`src/rtl/ecc_err_status.sv`:
```
module ecc_err_status #(
  parameter int AW = 24
) (
  input  logic          clk,
  input  logic          rst_n,
  input  logic          if_corr,
  input  logic          if_det,
  input  logic [AW-1:0] if_addr,
  input  logic          dr_corr,
  input  logic          dr_det,
  input  logic [AW-1:0] dr_addr,
  input  logic          sig_corr,
  input  logic          sig_det,
  input  logic          sig_done,
  input  logic          ien_corr,
  input  logic          ien_det,
  input  logic          clr_we,
  input  logic [5:0]    clr_mask,
  output logic [5:0]    status,
  output logic [AW-1:0] err_addr,
  output logic          irq
);

  logic       if_ev, dr_ev, any_det;
  logic       win_if, win_det;
  logic [5:0] set_v;
  logic       pend_c, pend_d;

  assign if_ev   = if_corr | if_det;
  assign dr_ev   = dr_corr | dr_det;
  assign any_det = if_det | dr_det;
  // severity first, then instruction path
  assign win_if  = if_ev & (if_det | ~dr_det);
  assign win_det = win_if ? if_det : dr_det;

  assign set_v[0] = win_if & ~if_det;
  assign set_v[1] = win_if & if_det;
  assign set_v[2] = ~win_if & dr_ev & ~dr_det;
  assign set_v[3] = ~win_if & dr_det;
  assign set_v[4] = sig_done & (pend_c | sig_corr);
  assign set_v[5] = sig_done & (pend_d | sig_det);

  always_ff @(posedge clk or negedge rst_n) begin
    if (!rst_n) begin
      status <= '0;
      pend_c <= 1'b0;
      pend_d <= 1'b0;
    end else begin
      status <= (status & ~(clr_we ? clr_mask : 6'b0)) | set_v;
      pend_c <= ~sig_done & (pend_c | sig_corr);
      pend_d <= ~sig_done & (pend_d | sig_det);
    end
  end

  always_ff @(posedge clk or negedge rst_n) begin
    if (!rst_n)
      err_addr <= '0;
    else if ((if_ev | dr_ev) && (win_det ? ien_det : ien_corr))
      err_addr <= win_if ? if_addr : dr_addr;
  end

  assign irq = (ien_corr & (status[0] | status[2] | status[4])) |
               (ien_det  & (status[1] | status[3] | status[5]));

  AST_DET_BEATS_CORR: assert property (@(posedge clk) disable iff (!rst_n)
    (dr_det && if_corr && !if_det && !status[0]) |=> !status[0]);
  AST_IF_WINS_TIE: assert property (@(posedge clk) disable iff (!rst_n)
    (if_det && dr_det && !status[3]) |=> !status[3]);
  AST_IRQ_FROM_DET: assert property (@(posedge clk) disable iff (!rst_n)
    (status[1] && ien_det) |-> irq);
  AST_ADDR_CAPTURE: assert property (@(posedge clk) disable iff (!rst_n)
    (if_det && ien_det) |=> (err_addr == $past(if_addr)));
  AST_ADDR_IDLE_HOLD: assert property (@(posedge clk) disable iff (!rst_n)
    (!if_corr && !if_det && !dr_corr && !dr_det) |=> $stable(err_addr));
  AST_SIG_WAITS_DONE: assert property (@(posedge clk) disable iff (!rst_n)
    (!sig_done && !status[4]) |=> !status[4]);
  AST_STICKY: assert property (@(posedge clk) disable iff (!rst_n)
    (status[1] && !(clr_we && clr_mask[1])) |=> status[1]);
  AST_BOTH_IS_DET: assert property (@(posedge clk) disable iff (!rst_n)
    (dr_corr && dr_det && !if_ev && !status[2]) |=> !status[2]);

endmodule

```
`config.mk`:
```
export PLATFORM = sky130hd
export DESIGN_NAME = ecc_err_status
export DESIGN_NICKNAME = d
export VERILOG_FILES = /design/src/rtl/ecc_err_status.sv
export SDC_FILE = /design/constraint.sdc
export NUM_CORES = 1
export LEC_CHECK = 0
export ABC_AREA = 1
export BUFFER_PORTS_ARGS = -buffer_cell sky130_fd_sc_hd__buf_2
export CAP_MARGIN = 0
export CORE_AREA = 2 2 68 70
export DETAILED_ROUTE_END_ITERATION = 7
export DIE_AREA = 0 0 70 72
export PLACE_DENSITY = 0.72
export SYNTH_ARGS = -nofsm -noshare
export SYNTH_HDL_FRONTEND = slang
export SYNTH_SLANG_ARGS = --single-unit
```
`constraint.sdc`:
```
create_clock -name clk -period 1.2 [get_ports clk]
set_clock_uncertainty 0.2 [all_clocks]
set_input_delay 0.12 -clock clk [delete_from_list [all_inputs] [get_ports clk]]
set_output_delay 0.12 -clock clk [all_outputs]
set_load 0.05 [all_outputs]
```
# == After elaboration in Yosys (flattened, before gate mapping) ==
# Cells that the tools add are included.
# classes
muxes,4
shift,0
div,0
n_reduce_logical,1
eq_ne,0
order_cmp,0
addsub,0
bitwise,30
mul,0
# op_table
cell,n
24-bit two-way mux,1
1-bit AND,12
1-bit bitwise OR,11
6-bit AND,1
6-bit two-way mux,1
6-bit NOT,1
6-bit bitwise OR,1
1-bit NOT,4
1-bit two-way mux,2
1-bit logical AND,1
# word_totals
n_memories,0
inputBits,66
out_inout_bits,31
register_bits,32
romBits,0
latchBits,0
ramBits,0

# == Depth between registers and ports, before layout ==
# logic_depth
ltp_word,7
depth_mapped,8
mapped_depth_nobuf,7

# == Least setup slack after synthesis ==
# No wires, ideal clock.
# synth_path
path_kind,reg2out
start,register status[3]
end,output port irq
stages_incl_launch_ff,3
arrival_time_ns,1.526
slack_ns,-0.646
required_time_ns,0.880
path_buffers,0
cell_sequence,dfrtp_1 -> nor3_1 -> o22ai_1
# synth_between
elab_chain_cells,4
# synth_lines
item,line_no,source
start: declaration,19,"output logic [5:0] status,"
start signal: assignment,49,status <= (status & ~(clr_we ? clr_mask : 6'b0)) | set_v;
1-bit bitwise OR (2 in series),63,(ien_det & (status[1] | status[3] | status[5]));
1-bit AND,63,
1-bit bitwise OR,62,assign irq = (ien_corr & (status[0] | status[2] | status[4])) |
end: declaration,21,output logic irq
# No other way between the ends.

# == Final worst setup path ==
# Same ends and word-level chain as after synthesis.

==> impl_results.md <==
- Switch Pwr: 0.00153 W
- Max-cap violations: 0
- Final Setup Violations: 7
- Clk slew on worst S/H paths: 70 ps
- Gpl congestion: 0.788
- Vias in the first global route: 2466
- Sequential Area: 808 um2
- Total GRT Usage: between 20% and 30%
- Final hold slack: between 100 and 150 ps
- Status: complete, but fails checks
- Final Cycle Share: 126%
- Die Span Y: 72 um
- Core area: 4260 um2
- Fin nets: 474
- Grt total ovfl: 0
- Most frequent cells in the layout: 139 x nand2_1, 65 x buf_2, 64 x dlygate4sd3_1, 32 x buf_6, 26 x dfrtp_1
- Clk sinks: 32
- Worst-path maximum fanout: 2
- ANT nets after route: 0
- DR vias: 2202
- Slew margin rel.: about four fifths
- Root buf cell: clkbuf_8
- # diodes: 0
- Final WS setup: -318 ps
- Logic pwr share: 43.9%
- DR DRC count: 0
- Yosys warnings: 0
- Drt pass-1 iters: 7
- Die ar.: 5040 um2
- CTS tree: yes
- WL final: 6.77 mm
- Clock buffer depth: 2
- Power per cell area: between 1000 and 1500 nW/um2
- Largest net degree at the start of global routing: 33
- Inserted Clock Buffers: 5
- H-tree depth: 2
- DP HPWL: about 3.3 mm
- Cell Int Power: 0.00244 W
- CP endpoint kind: output pin
- Worst setup SP type: register
- Starting Density: 38.8%
- #FFs+latches synth: 32
- First-pass GRT wire length: 11.0 mm
- Worst Path Arrival: 1200 ps
- Seq pwr share: 34.4%
- Synth top area share: 48.4%
- Layout cells sized above 1: 34.2%
- DR vias/cell: ~4.8
- Area Overhead vs Synth: 101%
- Crit path required time: 880 ps
- DR WL/cell: 14.7 um
- Final Slew Violations: 0
- Leak: 1.83 nW
- Top cell type by total area after synthesis: dfrtp_1
- R2r endpoint: status[3]
- Total power: 0.00397 W
- FMAX: 659 MHz
- Worst Tran Pin Value: 293 ps
- Clock power share: 21.7%
- Die Span X: approximately 70 um
- Clock latency on the worst-skew pair: about 280 ps
- Minimum clock period: 1520 ps
- Most common cell after layout, fill and taps aside: nand2_1
- Final Hold Viols: 0
- Critical path class: register to output pin
- R2r startpoint: status[3]
- Ranking of synthesized cells by area: dfrtp_1 48%, nand2_1 32%, nand3_1 7.9%
- Worst Reg2Reg Path Length in Cells: 4
- Seq/Total Area, Yosys: 48.4%
- HP Class: primary input to async pin
- Sw Share: ~39%
- Fillers: between 200 and 300
- Initial antenna violation count: 0
- RSZ-0062 raised after global routing: yes
- Post-synth net total: 297
- Failing checks: setup timing
- Num ports: 97
- Worst IR drop on VDD: 697 uV
- Multi-input gate area: 791 um2
- Netlist cell types: 16
- Cell count after synthesis: 231
- Detailed Route Iter0 Violations: between 80 and 90
- Post-Syn Area: 1650 um2
- Buffers added on ports: 96
- Origin of the worst setup path: status[3]
- Syn avg cell area: 7.16 um2
- R2R setup slack: about 90 ps
- FP Rows: 24
==> metal layers <==
layer / GRT usage, % / routed length (um) / part of all wire (%) / vias to the layer above
li1: - / - / - / 1069
met1: 28.2 / 2350 / 35 / 1014
met2: 56.6 / 3860 / 57 / 99
met3: 6.81 / 356 / 5.3 / 20
met4: 12.2 / 205 / 3.0 / 0
met5: 0 / 0 / 0 / -
==> Yosys cell counts <==
cell type	number
buf_2	2
buf_4	5
buf_6	3
dfrtp_1	32
inv_1	4
inv_2	1
nand2_1	140
nand2_2	2
nand2_4	1
nand3_1	26
nor2_1	7
nor2_4	1
nor3_1	2
o21ai_0	3
o21ai_1	1
o22ai_1	1
==> worst max-delay path: stages (launching register included) <==
cell	delay (ps)
dfrtp_2	420
nor3_4	240
o22ai_4	90
buf_6	160
==> registers in the layout, summed over array words and instances, names as in the netlist <==
register	count
status	6
err_addr	24
pend_c	1
pend_d	1
==> kinds of logic after synthesis <==
group | Yosys count | share of synthesized area [%]
AO/OA/AOI/OAI | 5 | 1.59
AND/OR/NAND/NOR | 179 | 43.9
buffers and inverters | 15 | 6.05
flip-flops | 32 | 48.4
==> how the worst max path moves through the flow <==
stage	to	slack (ps)	cells past startpoint
4_1_cts	irq	-340	3
3_5_place_dp	irq	-90	3
6_report	irq	-320	3
3_3_place_gp	irq	-50	3
5_1_grt	irq	-350	3
2_1_floorplan	irq	-80	2
==> power groups by stage <==
stage	clock [W]	sequential [W]	combinational, W
5_1_grt	0.000921	0.00138	0.00186
2_1_floorplan	0	0.00186	0.000345
4_1_cts	0.000871	0.00134	0.00161
3_5_place_dp	0	0.00133	0.00130
3_3_place_gp	0	0.00133	0.00129
6_report	0.000860	0.00136	0.00174
==> stage by stage <==
step | area, um2 | instances | setup WS (ps) | util, % | setup TNS [ps]
6_report | 3330 | 461 | -318 | 78.0 | -989
5_1_grt | 3330 | 461 | -345 | 78.0 | -1150
4_1_cts | 3200 | 458 | -337 | 75.1 | -7260
3_5_place_dp | 2310 | 386 | -91.4 | 54.3 | -430
3_3_place_gp | 2310 | 386 | -52.8 | 54.3 | -67.1
2_1_floorplan | 1690 | 231 | -82.5 | - | -82.5
==> area by class of cell <==
type                    count  area share [%]
well taps                  52            1.96
inverters                   5           0.564
clock buffers               6            2.48
clock inverters             2           0.301
repair buffers            180            46.6
flip-flops and latches     32            24.3
multi-input cells         184            23.8
==> timing repair <==
| item | CTS | global route |
|---|---|---|
| resized for setup | 52 | 27 |
| buffers inserted | 2 | 3 |
| setup endpoints to repair | 31 | 54 |
| hold endpoints to repair | 64 | 2 |
| hold buffers | 63 | 2 |
| pin swaps | 1 | 2 |
(Power assumes the default switching activity.)
